--- src/rtl/bmp_pkg.sv ---
package bmp_pkg;

  localparam logic [3:0] DST_ADDR_HI = 4'd10;
  localparam logic [3:0] DST_RD_LO   = 4'd11;
  localparam logic [3:0] DST_WR_LO   = 4'd13;
  localparam logic [3:0] DST_STORE   = 4'd15;

  typedef enum logic [1:0] {
    MD_NONE    = 2'd0,
    MD_DATA    = 2'd1,
    MD_DATA_LO = 2'd2,
    MD_ALL     = 2'd3
  } mdest_e;

  typedef enum logic [1:0] {
    PH_IDLE = 2'd0,
    PH_ADDR = 2'd1,
    PH_DATA = 2'd2
  } phase_e;

endpackage

--- src/rtl/bmp_seq.sv ---
module bmp_seq
  import bmp_pkg::*;
(
  input  logic clk,
  input  logic rst_n,
  input  logic start_rd,
  input  logic start_wr,
  output logic busy,
  output logic first_phase,
  output logic accept,
  output logic mem_we,
  output logic access_err
);

  phase_e ph_q, ph_d;
  logic   wr_q, wr_d;
  logic   err_q, err_d;
  logic   start;

  assign start       = start_rd | start_wr;
  assign busy        = (ph_q != PH_IDLE);
  assign accept      = start & ~busy;
  assign first_phase = (ph_q == PH_ADDR);
  assign mem_we      = (ph_q == PH_DATA) & wr_q;
  assign access_err  = err_q;

  always_comb begin
    ph_d  = ph_q;
    wr_d  = wr_q;
    err_d = err_q | (start & busy);
    case (ph_q)
      PH_IDLE: begin
        if (start) begin
          ph_d = PH_ADDR;
          wr_d = start_wr;
        end
      end
      PH_ADDR: ph_d = PH_DATA;
      PH_DATA: ph_d = PH_IDLE;
      default: ph_d = PH_IDLE;
    endcase
  end

  always_ff @(posedge clk or negedge rst_n) begin
    if (!rst_n) begin
      ph_q  <= PH_IDLE;
      wr_q  <= 1'b0;
      err_q <= 1'b0;
    end else begin
      ph_q  <= ph_d;
      wr_q  <= wr_d;
      err_q <= err_d;
    end
  end

  AST_BUSY_TWO_CYCLES: assert property (@(posedge clk) disable iff (!rst_n)
    $rose(busy) |=> busy ##1 !busy);

  AST_WE_SECOND_CYCLE: assert property (@(posedge clk) disable iff (!rst_n)
    mem_we |-> busy && $past(busy));

  AST_ERR_STICKY: assert property (@(posedge clk) disable iff (!rst_n)
    access_err |=> access_err);

endmodule

--- src/rtl/bmp_addr_regs.sv ---
module bmp_addr_regs
  import bmp_pkg::*;
#(
  parameter int DW = 8,
  parameter int AW = 16
) (
  input  logic          clk,
  input  logic          rst_n,
  input  logic [3:0]    alu_dest,
  input  logic [DW-1:0] alu_result,
  input  logic [DW-1:0] bus_data,
  input  mdest_e        mdest,
  input  logic          accept,
  input  logic          busy,
  input  logic          first_phase,
  output logic [AW-DW-1:0] addr_hi,
  output logic [DW-1:0] addr_lo,
  output logic [DW-1:0] store_data
);

  localparam int HW = AW - DW;

  logic [HW-1:0] hi_q, hi_d;
  logic [DW-1:0] lo_q, lo_d;
  logic [DW-1:0] st_q, st_d;
  logic          hi_en, st_en, lo_from_alu, lo_from_bus;

  always_comb begin
    hi_en       = ~busy & (alu_dest == DST_ADDR_HI);
    st_en       = ~busy & (alu_dest == DST_STORE);
    lo_from_alu = accept;
    lo_from_bus = ~accept & ~first_phase &
                  ((mdest == MD_DATA_LO) || (mdest == MD_ALL));
    hi_d = hi_en ? HW'(alu_result) : hi_q;
    st_d = st_en ? alu_result : st_q;
    if (lo_from_alu)      lo_d = alu_result;
    else if (lo_from_bus) lo_d = bus_data;
    else                  lo_d = lo_q;
  end

  always_ff @(posedge clk or negedge rst_n) begin
    if (!rst_n) begin
      hi_q <= '0;
      lo_q <= '0;
      st_q <= '0;
    end else begin
      hi_q <= hi_d;
      lo_q <= lo_d;
      st_q <= st_d;
    end
  end

  assign addr_hi    = hi_q;
  assign addr_lo    = lo_q;
  assign store_data = st_q;

  AST_HI_HELD_WHEN_BUSY: assert property (@(posedge clk) disable iff (!rst_n)
    busy |=> $stable(addr_hi));

  AST_LO_HELD_FIRST_PHASE: assert property (@(posedge clk) disable iff (!rst_n)
    first_phase |=> $stable(addr_lo));

endmodule

--- src/rtl/bmp_capture.sv ---
module bmp_capture
  import bmp_pkg::*;
#(
  parameter int DW = 8
) (
  input  logic          clk,
  input  logic          rst_n,
  input  mdest_e        mdest,
  input  logic [DW-1:0] bus_data,
  output logic [DW-1:0] rd_data,
  output logic [DW-1:0] instr
);

  logic [DW-1:0] md_q, md_d;
  logic [DW-1:0] ir_q, ir_d;
  logic          md_en, ir_en;

  always_comb begin
    md_en = (mdest != MD_NONE);
    ir_en = (mdest == MD_ALL);
    md_d  = md_en ? bus_data : md_q;
    ir_d  = ir_en ? bus_data : ir_q;
  end

  always_ff @(posedge clk or negedge rst_n) begin
    if (!rst_n) begin
      md_q <= '0;
      ir_q <= '0;
    end else begin
      md_q <= md_d;
      ir_q <= ir_d;
    end
  end

  assign rd_data = md_q;
  assign instr   = ir_q;

  AST_IR_ONLY_ON_FULL: assert property (@(posedge clk) disable iff (!rst_n)
    !$stable(instr) |-> $past(mdest) == MD_ALL);

endmodule

--- src/rtl/byte_mem_port.sv ---
module byte_mem_port
  import bmp_pkg::*;
#(
  parameter int DW = 8,
  parameter int AW = 16
) (
  input  logic          clk,
  input  logic          rst_n,
  input  logic [3:0]    alu_dest,
  input  logic [DW-1:0] alu_result,
  input  logic [1:0]    mem_dest,
  input  logic [DW-1:0] mem_rdata,
  output logic [AW-1:0] mem_addr,
  output logic [DW-1:0] mem_wdata,
  output logic          mem_we,
  output logic [AW-DW-1:0] addr_hi,
  output logic [DW-1:0] addr_lo,
  output logic [DW-1:0] rd_data,
  output logic [DW-1:0] instr,
  output logic          busy,
  output logic          access_err
);

  mdest_e mdest;
  logic   start_rd, start_wr, accept, first_phase;

  assign mdest    = mdest_e'(mem_dest);
  assign start_rd = (alu_dest == DST_RD_LO);
  assign start_wr = (alu_dest == DST_WR_LO);

  bmp_seq u_seq (
    .clk         (clk),
    .rst_n       (rst_n),
    .start_rd    (start_rd),
    .start_wr    (start_wr),
    .busy        (busy),
    .first_phase (first_phase),
    .accept      (accept),
    .mem_we      (mem_we),
    .access_err  (access_err)
  );

  bmp_addr_regs #(.DW(DW), .AW(AW)) u_addr (
    .clk         (clk),
    .rst_n       (rst_n),
    .alu_dest    (alu_dest),
    .alu_result  (alu_result),
    .bus_data    (mem_rdata),
    .mdest       (mdest),
    .accept      (accept),
    .busy        (busy),
    .first_phase (first_phase),
    .addr_hi     (addr_hi),
    .addr_lo     (addr_lo),
    .store_data  (mem_wdata)
  );

  bmp_capture #(.DW(DW)) u_cap (
    .clk      (clk),
    .rst_n    (rst_n),
    .mdest    (mdest),
    .bus_data (mem_rdata),
    .rd_data  (rd_data),
    .instr    (instr)
  );

  assign mem_addr = {addr_hi, addr_lo};

  AST_ADDR_STABLE: assert property (@(posedge clk) disable iff (!rst_n)
    busy && $past(busy) |-> $stable(mem_addr) && $stable(mem_wdata));

endmodule

--- config.mk ---
export PLATFORM = sky130hd
export DESIGN_NAME = byte_mem_port
export DESIGN_NICKNAME = d
export VERILOG_FILES = /design/src/rtl/bmp_pkg.sv /design/src/rtl/bmp_seq.sv /design/src/rtl/bmp_addr_regs.sv /design/src/rtl/bmp_capture.sv /design/src/rtl/byte_mem_port.sv
export SDC_FILE = /design/constraint.sdc
export NUM_CORES = 1
export LEC_CHECK = 0
export CORE_MARGIN = 2
export CORE_UTILIZATION = 31
export DETAILED_ROUTE_END_ITERATION = 7
export DONT_BUFFER_PORTS = 1
export MAX_ROUTING_LAYER = met4
export PLACE_DENSITY_LB_ADDON = 0.1
export REMOVE_ABC_BUFFERS = 1
export SYNTH_ARGS = -nofsm -noshare
export SYNTH_HDL_FRONTEND = slang
export SYNTH_SLANG_ARGS = --single-unit
--- constraint.sdc ---
create_clock -name clk -period 1.5 [get_ports clk]
set_input_delay 0.15 -clock clk [delete_from_list [all_inputs] [get_ports clk]]
set_output_delay 0.15 -clock clk [all_outputs]
set_load 0.02 [all_outputs]
Yosys cells after proc, flatten, opt, wreduce, memory -nomap -nowiden
Index checks and enable logic that the tools add are counted.

storage, ports and cells
  register bits after elaboration = 44
  output and inout port bits = 59

cells by class
  equality and inequality tests = 9
  bitwise gates (word level) = 12
  reductions and logical operators = 6
  muxes and demuxes = 4

operators by type and width
  kind                                                              count
  4-bit == test (second input constant)                             4
  8-bit 2-to-1 mux                                                  2
  1-bit AND                                                         7
  2-bit == test (second input constant)                             3
  2-bit nonzero test                                                3
  2-bit case mux with 2 select lines                                1
  1-bit inverter                                                    3
  2-bit by 1-bit == test with 1-bit output (second input constant)  1
  2-bit logical NOT                                                 1
  2-bit 2-to-1 mux                                                  1
  2-bit by 1-bit != test with 1-bit output (second input constant)  1
  1-bit bitwise OR                                                  2
  2-bit AND reduction                                               1
  1-bit logical OR                                                  1

Longest topological paths before layout
Gate-level depths: netlist of run 1.

  depth after elaboration = 8
  gate-level depth with buffers = 5
  mapped depth without buffers = 4

Modules after synthesis
A second synthesis of run 1 with hierarchy kept.

unflattened totals
  cells, all modules = 140
  area, all modules = 1,925.6 sq um

modules (own cells, without submodules)
  module         cells an instance  area each (sq um)  instances
  bmp_addr_regs  72                 1,016.0            1
  bmp_capture    34                 603.1              1
  bmp_seq        16                 166.4              1
  byte_mem_port  18                 140.1              1

Least setup slack after synthesis of run 1
OpenSTA, ideal clock, no wires.

  path type = register to register
  from = register u_seq.ph_q[1]
  to = register u_addr.st_q[0] (netlist: u_addr.store_data[0])
  setup slack = 0.122 ns
  arrival time = 1.253 ns
  library setup time = 0.125 ns
  data required time = 1.375 ns
  stages on the path, launching flop included = 5
  buffers on the path = 1
  clock period less this slack = 1.378 ns
  path through = dfrtp_1 -> nor2_1 -> and3_1 -> buf_4 -> mux2_2

on the way
  word-level cells in the longest chain between the ends = 3

RTL lines
  item                    line                 text
  start, declared         bmp_seq.sv:15        phase_e ph_q, ph_d;
  start signal, assigned  bmp_seq.sv:50        ph_q <= ph_d;
  2-bit nonzero test      bmp_seq.sv:21        assign busy = (ph_q != PH_IDLE);
  1-bit inverter          bmp_addr_regs.sv:30  st_en = ~busy & (alu_dest == DST_STORE);
  1-bit AND               bmp_addr_regs.sv:30
  end signal, assigned    bmp_addr_regs.sv:49  st_q <= st_d;
  end, declared           bmp_addr_regs.sv:25  logic [DW-1:0] st_q, st_d;

Every way passes these cells.
A chain may end at the register's enable or synchronous reset.

Worst setup path after layout of run 1
  from = register u_seq.ph_q[1]
  to = register u_addr.st_q[2] (netlist: u_addr.store_data[2])

The elaborated chain is that of the path after synthesis.

==> results.toml, run 1 <==
[grt]
track_usage = 0.139
antenna_found_initial = 0
grt_pass1_wl_um = 7330
grt_pass1_vias = 1422
gr-total-overflow = 0
grt_max_degree = 45

[cts]
clkTransAtPathRegs_ns = 0.09
cts_setup_buffers = 0
clock_latency_ns = 0.30
cts_tree = "yes"
cts_max_level = 2
clockBufferDepth = 2
cts_sinks = 44
root_buffer = "clkbuf_8"
cts-buffers-inserted = 5

[sta]
fin_skew_ns = 0.00844
timing.slew.headroom = 0.673
fin_setup_tns_ns = 0
timing.fmax_mhz = 724
hold_violations = 0
rsz0062_at_grt = "false"
worst_pin_slew_ns = 0.490
final-max-slew-violation-count = 0
period_share = 0.920
setup_viol_count_final = 0
final.min_clock_period_ns = 1.38
whs_ns = 0.0153

[finish]
area_delta_synth_final_pct = 21.8
fillCellCount = 620
layout_common_cells = "44 x dfrtp_1, 31 x mux2_2, 22 x dlygate4sd3_1"
final_common_cell = "dfrtp_1"
drive_gt1_frac = 0.382
n_antenna_cell = 0
seqCellArea_um2 = 1100
multi_input_area_um2 = 706
fin_nets = 196

[yosys]
yosys-top-cells-area = "dfrtp_1 56%, mux2_2 18%, buf_4 6.5%"
yosysUniqueCellTypes = 24
seq_area_frac_synth = 0.558
yosysTopAreaCell = "dfrtp_1"
yosys_warnings = 0
synth_compound_area_frac = 0.0850
netlist.area_leader.share = 0.558
synth_adder_area_share = 0
synth-seq-cells = 44
synth_top_family_by_area = "multiplexers"
synth-simple-area-share = 0.0806
syn-cell-area_um2 = 1970
syn_area_per_cell_um2 = 13.1
synthXorXnorAreaFrac = 0.00825
synthCells = 150
synth_mux_area_frac = 0.183

[critical_path]
timing.critical_path.slowest_cell_delay_ns = 0.42
setup.worst_path.class = "register to register"
crit_arrival_ns = 1.56
rrSetupSlack_ns = 0.12
cp-endpoint = "u_addr.store_data[2]$_DFFE_PN0P_"
crit_fanout = 8
reg2reg_depth = 4
r2r_start = "u_seq.ph_q[1]$_DFFE_PN0P_"
worstPathCellList = "nor2_2, and3_1, buf_12, mux2_2"
end_kind = "register"
start_kind = "register"
crit_required_ns = 1.68
crit_start = "u_seq.ph_q[1]$_DFFE_PN0P_"
reg2reg_to = "u_addr.store_data[2]$_DFFE_PN0P_"
slowest_stage = "dfrtp_1"

[route]
routedWlPerCell_um = 17.8
drc = 0
first_iter_violations = 30
via_count = 1231
wl_um = 4440
via_per_inst = 4.92
drt_pass1_iterations = 4
antenna_left = 0

[place]
gp_congestion = 0.755
portBuffers = 0
hpwlAfterDp_um = 3180

[die]
fp.dieW_um = 83.8
die_height_um = 83.8
initial_core_util = 0.316
core_um2 = 6240
core.rowCount = 29
io_pins = 83
die-area_um2 = 7010

[pwr]
p_seq_frac = 0.541
power.clock.fraction = 0.294
p_leak_uw = 0.00102
p_int_uw = 2270
swShare = 0.334
irDropWorstVdd_mv = 0.629
switchingPower_uw = 1130
power_frac_comb = 0.165
power_per_cell_area_nw_per_um2 = 1420

[run]
maxCapViolCount = 0

[status]
outcome = "completed"

[hold_path]
hp-class = "input port to register"
-- through the flow --
stage / setup slack, ns / utilization / cells / instance area (µm²) / total power [µW]
after floorplan: 0.0594 / - / 129 / 1820 / 2190
after global placement: 0.138 / 0.325 / 219 / 2030 / 2340
after detailed placement: 0.0733 / 0.325 / 219 / 2030 / 2360
after CTS: 0.0553 / 0.380 / 247 / 2370 / 3440
after global routing: 0.0225 / 0.385 / 250 / 2400 / 3570
final: 0.120 / 0.385 / 250 / 2400 / 3400
-- power groups by stage --
stage	Sequential (µW)	Clock (µW)	Combinational, µW
floorplan	1920	0	271
global placement	1870	0	471
detailed placement	1870	0	487
CTS	1850	1030	564
global route	1880	1080	618
finish	1840	1000	561
-- layout make-up --
class | count | share of cell area
clock buffers | 7 | 0.0401
clock inverters | 1 | 0.0125
inverters | 4 | 0.00625
multi-input cells | 81 | 0.294
flip-flops and latches | 44 | 0.458
well taps | 77 | 0.0401
repair buffers | 36 | 0.149
-- metal layers --
metal / GRT usage / wire length, µm
met4: 0.0440 / 53
met1: 0.166 / 1840
met3: 0.0504 / 381
met5: - / 0
met2: 0.219 / 2170
-- logic make-up (layout without fill, tap and decap cells) --
kind of cell | count (synthesis) | count (layout)
AOI/OAI and AO/OA | 20 | 20
xor gates and xnor gates | 1 | 1
buffers and inverters | 25 | 48
DFF | 44 | 44
muxes | 32 | 32
and+or+nand+nor | 28 | 28
-- how the worst min path moves through the flow --
stage | from | depth (start not counted) | end | slack (ns)
6_report | alu_dest[2] | 2 | u_seq.wr_q$_DFFE_PN0P_ | 0.02
5_1_grt | alu_dest[2] | 2 | u_seq.wr_q$_DFFE_PN0P_ | 0.0007
3_5_place_dp | rst_n | 0 | u_addr.addr_hi[4]$_DFFE_PN0P_ | -0.14
4_1_cts | alu_result[2] | 1 | u_addr.store_data[2]$_DFFE_PN0P_ | 0.0003
3_3_place_gp | rst_n | 0 | u_addr.addr_hi[4]$_DFFE_PN0P_ | -0.14
2_1_floorplan | rst_n | 0 | u_addr.addr_hi[0]$_DFFE_PN0P_ | -0.15
-- cell usage after synthesis --
master and count:
a41oi_1 1, mux2_2 31, dfrtp_1 44, a31o_2 1, nand4_2 1, a31oi_2 8, and3_1 2, nand4bb_1 1
nor3_1 8, o21ai_0 10, nand2_1 1, mux2_1 1, clkbuf_1 1, buf_6 1, inv_1 4, nand2b_1 1
buf_4 17, xnor2_2 1, nor2_1 3, or2_1 1, buf_2 2, nor2_2 1, nand3_1 8, and3b_1 1
-- repair_timing --
action	CTS	global route
hold buffers	20	3
hold endpoints to repair	73	4
gates resized for setup	0	1
setup endpoints to repair	0	16
-- critical path, delay by kind of cell (launching register included) --
family        cells  cell delay (ns)
buf+inv           1             0.13
flops             1             0.42
mux               1             0.32
simple gates      2             0.39
-- registers in the layout, summed over array words and instances (netlist names) --
| signal | flops |
|---|---|
| u_cap.rd_data | 8 |
| u_addr.addr_lo | 8 |
| u_addr.store_data | 8 |
| u_seq.ph_q | 2 |
| u_cap.instr | 8 |
| u_seq.wr_q | 1 |
| u_seq.access_err | 1 |
| u_addr.addr_hi | 8 |
Power figures use the tool's default switching activity.
==> inputs of run 2 (changes only) <==
- SYNTH_HIERARCHICAL: not set -> 1
==> run 2 against run 1 <==
  * The flow now finishes with violations (negative setup slack)
  * Non-clock buffer count is 1 lower
  * Register-to-register slack got worse by 0.27 ns
  * Global-route usage decreased by 0.72 points
  * Fmax fell by 16%
  * Sequential power is essentially flat
  * Die area is 2.2% lower
  * Critical path type unchanged
  * Critical endpoint is now u_addr/addr_hi[5]$_DFFE_PN0P_
==> results.toml, run 2 <==
[hold_path]
hp-class = "input port to register"
hp-start = "mem_rdata[7]"
worst_hold_path.num_cells = 1
worstHoldEndpoint = "u_cap/rd_data[7]$_DFFE_PN0P_"

[critical_path]
crit_fanout = 8
crit_arrival_ns = 1.83
start_kind = "register"
worstPathCellList = "nor2_2, inv_2, or4_4, mux2_4"
end_kind = "register"
timing.critical_path.slowest_cell_delay_ns = 0.59
crit_required_ns = 1.68
slowest_stage = "or4_4"
reg2reg_depth = 4
crit_buf_inv = 1
setup.worst_path.class = "register to register"
reg2reg_to = "u_addr/addr_hi[5]$_DFFE_PN0P_"
critical-path-top-delay-family = "simple AND/OR/NAND/NOR gates"
r2r_start = "u_seq/ph_q[1]$_DFFE_PN0P_"
rrSetupSlack_ns = -0.15

[sta]
rsz0062_at_grt = "true"
period_share = 1.10
final.min_clock_period_ns = 1.65
timing.slew.headroom = 0.720
final-max-slew-violation-count = 0
fin_ws_ns = -0.151
whs_ns = 0.0163
setup_viol_count_final = 16
hold_violations = 0
timing.fmax_mhz = 606
fin_setup_tns_ns = -1.88
worst_pin_slew_ns = 0.419
fin_skew_ns = 0.00370

[die]
die-area_um2 = 6860
fp.dieW_um = 82.8
core_um2 = 5960
initial_core_util = 0.323
io_pins = 83
core.rowCount = 28
die_height_um = 82.8

[place]
portBuffers = 0
gp_congestion = 0.756
hpwlAfterDp_um = 2920

[yosys]
synthCells = 140
syn-cell-area_um2 = 1930
yosysTopAreaCell = "dfrtp_1"
synthMostInstantiatedCell = "dfrtp_1"
synth_edf_count = 0
synth-seq-cells = 44
yosys-top-cells-area = "dfrtp_1 57%, mux2_2 14%, buf_4 6.2%"
syn_area_per_cell_um2 = 13.8
yosysUniqueCellTypes = 23
netlist.area_leader.share = 0.572
ys.flop_type = "dfrtp_1"
yosys_warnings = 6
seq_area_frac_synth = 0.572
synth-async-reset-ratio = 1.00
yosys-top-cells-count = "44 x dfrtp_1, 24 x mux2_2, 16 x buf_4"

[cts]
cts-buffers-inserted = 5
cts_max_level = 2
clockBufferDepth = 2
cts_sinks = 44
clock_latency_ns = 0.29
cts_tree = "yes"
clkTransAtPathRegs_ns = 0.08
root_buffer = "clkbuf_8"

[finish]
final_util = 0.399
n_antenna_cell = 0
multi_input_area_um2 = 729
final_common_cell = "dfrtp_1"
seqCellArea_um2 = 1100
layout_common_cells = "44 x dfrtp_1, 20 x dlygate4sd3_1, 16 x mux2_4, 16 x mux2_2, 12 x buf_4"
area_delta_synth_final_pct = 23.4
fillCellCount = 593
fin_nets = 187
drive_gt1_frac = 0.378

[grt]
gr-total-overflow = 0
track_usage = 0.131
grt_pass1_wl_um = 6890
grt_pass1_vias = 1273
antenna_found_initial = 0
grt_max_degree = 45

[route]
via_per_inst = 4.69
drc = 0
drt_pass1_iterations = 3
wl_um = 4170
via_count = 1120
antenna_left = 0
routedWlPerCell_um = 17.4
first_iter_violations = 22

[pwr]
p_leak_uw = 0.00108
power_per_cell_area_nw_per_um2 = 1400
irDropWorstVdd_mv = 0.473

[run]
maxCapViolCount = 0

[status]
violations = "negative setup slack"
outcome = "finished with violations"
==> run 2: changes by cell type in the layout (fill, tap and decap cells not counted), sizes merged, moves of 2 or more <==
cell | before | now
a31oi | 8 | 0
dlygate4sd3 | 22 | 20
and3 | 2 | 0
nand2 | 1 | 12
nor2b | 0 | 2
nor3 | 8 | 3
nand3 | 8 | 0
o21ai | 10 | 8
inv | 4 | 1
and4b | 0 | 2
mux2i | 0 | 8
==> run 2: metrics by stage <==
step	total power [µW]	setup WS, ns	std cells	instance area [µm²]
after floorplan	2200	-0.312	121	1790
after global placement	2350	-0.145	210	2000
after detailed placement	2370	-0.216	210	2000
after CTS	3350	-0.171	237	2330
after global routing	3520	-0.198	239	2380
final	3330	-0.151	239	2380
==> run 2: cells by family (layout without fill, tap and decap cells) <==
logic type,count (synthesis),after routing,synth area share
AO/OA/AOI/OAI,10,10,0.0292
buffers and inverters,20,44,0.0747
flip-flops,44,44,0.572
multiplexers,40,40,0.244
AND/OR/NAND/NOR,26,26,0.0799
==> run 2: what timing repair did <==
action,4_1_cts,5_1_grt
pin swaps,3,1
setup endpoints to repair,16,24
hold buffers,18,3
gates resized for setup,5,11
hold endpoints to repair,79,3
cloned,0,0
buffers inserted,1,1
==> run 2: layout make-up <==
| cell class | instances | area share |
|---|---|---|
| multi-input cells | 76 | 0.307 |
| flip-flops and latches | 44 | 0.463 |
| repair buffers | 35 | 0.143 |
| clock inverters | 2 | 0.0147 |
| inverters | 1 | 0.00158 |
| well taps | 75 | 0.0395 |
| clock buffers | 6 | 0.0305 |
==> run 2: worst register-to-register path, delay by kind of cell (launching register included) <==
family / cells / cell delay, ns
mux: 1 / 0.34
buf+inv: 1 / 0.06
simple gates: 2 / 0.76
flops: 1 / 0.39
==> run 2: report_power, final <==
part | total [µW] | internal (µW) | switching, µW
sequential | 1860 | 1400 | 465
clock | 879 | 494 | 385
combinational | 593 | 334 | 259
total | 3330 | 2220 | 1110
==> run 2: worst max-delay path by stage <==
| stage | start | to | cells past startpoint |
|---|---|---|---|
| after floorplan | u_seq/ph_q[0]$_DFFE_PN0P_ | u_addr/addr_hi[0]$_DFFE_PN0P_ | 4 |
| after global placement | u_seq/ph_q[0]$_DFFE_PN0P_ | u_addr/addr_hi[3]$_DFFE_PN0P_ | 4 |
| after detailed placement | u_seq/ph_q[0]$_DFFE_PN0P_ | u_addr/addr_hi[1]$_DFFE_PN0P_ | 4 |
| after CTS | u_seq/ph_q[1]$_DFFE_PN0P_ | u_addr/addr_hi[5]$_DFFE_PN0P_ | 4 |
| after global routing | u_seq/ph_q[1]$_DFFE_PN0P_ | u_addr/addr_hi[5]$_DFFE_PN0P_ | 4 |
| final | u_seq/ph_q[1]$_DFFE_PN0P_ | u_addr/addr_hi[5]$_DFFE_PN0P_ | 4 |
==> run 2: per-layer routing <==
| metal | GRT usage | part of all wire |
|---|---|---|
| met4 | 0.0358 | 0.012 |
| met1 | 0.166 | 0.46 |
| met2 | 0.204 | 0.46 |
| met5 | - | 0 |
| met3 | 0.0427 | 0.065 |
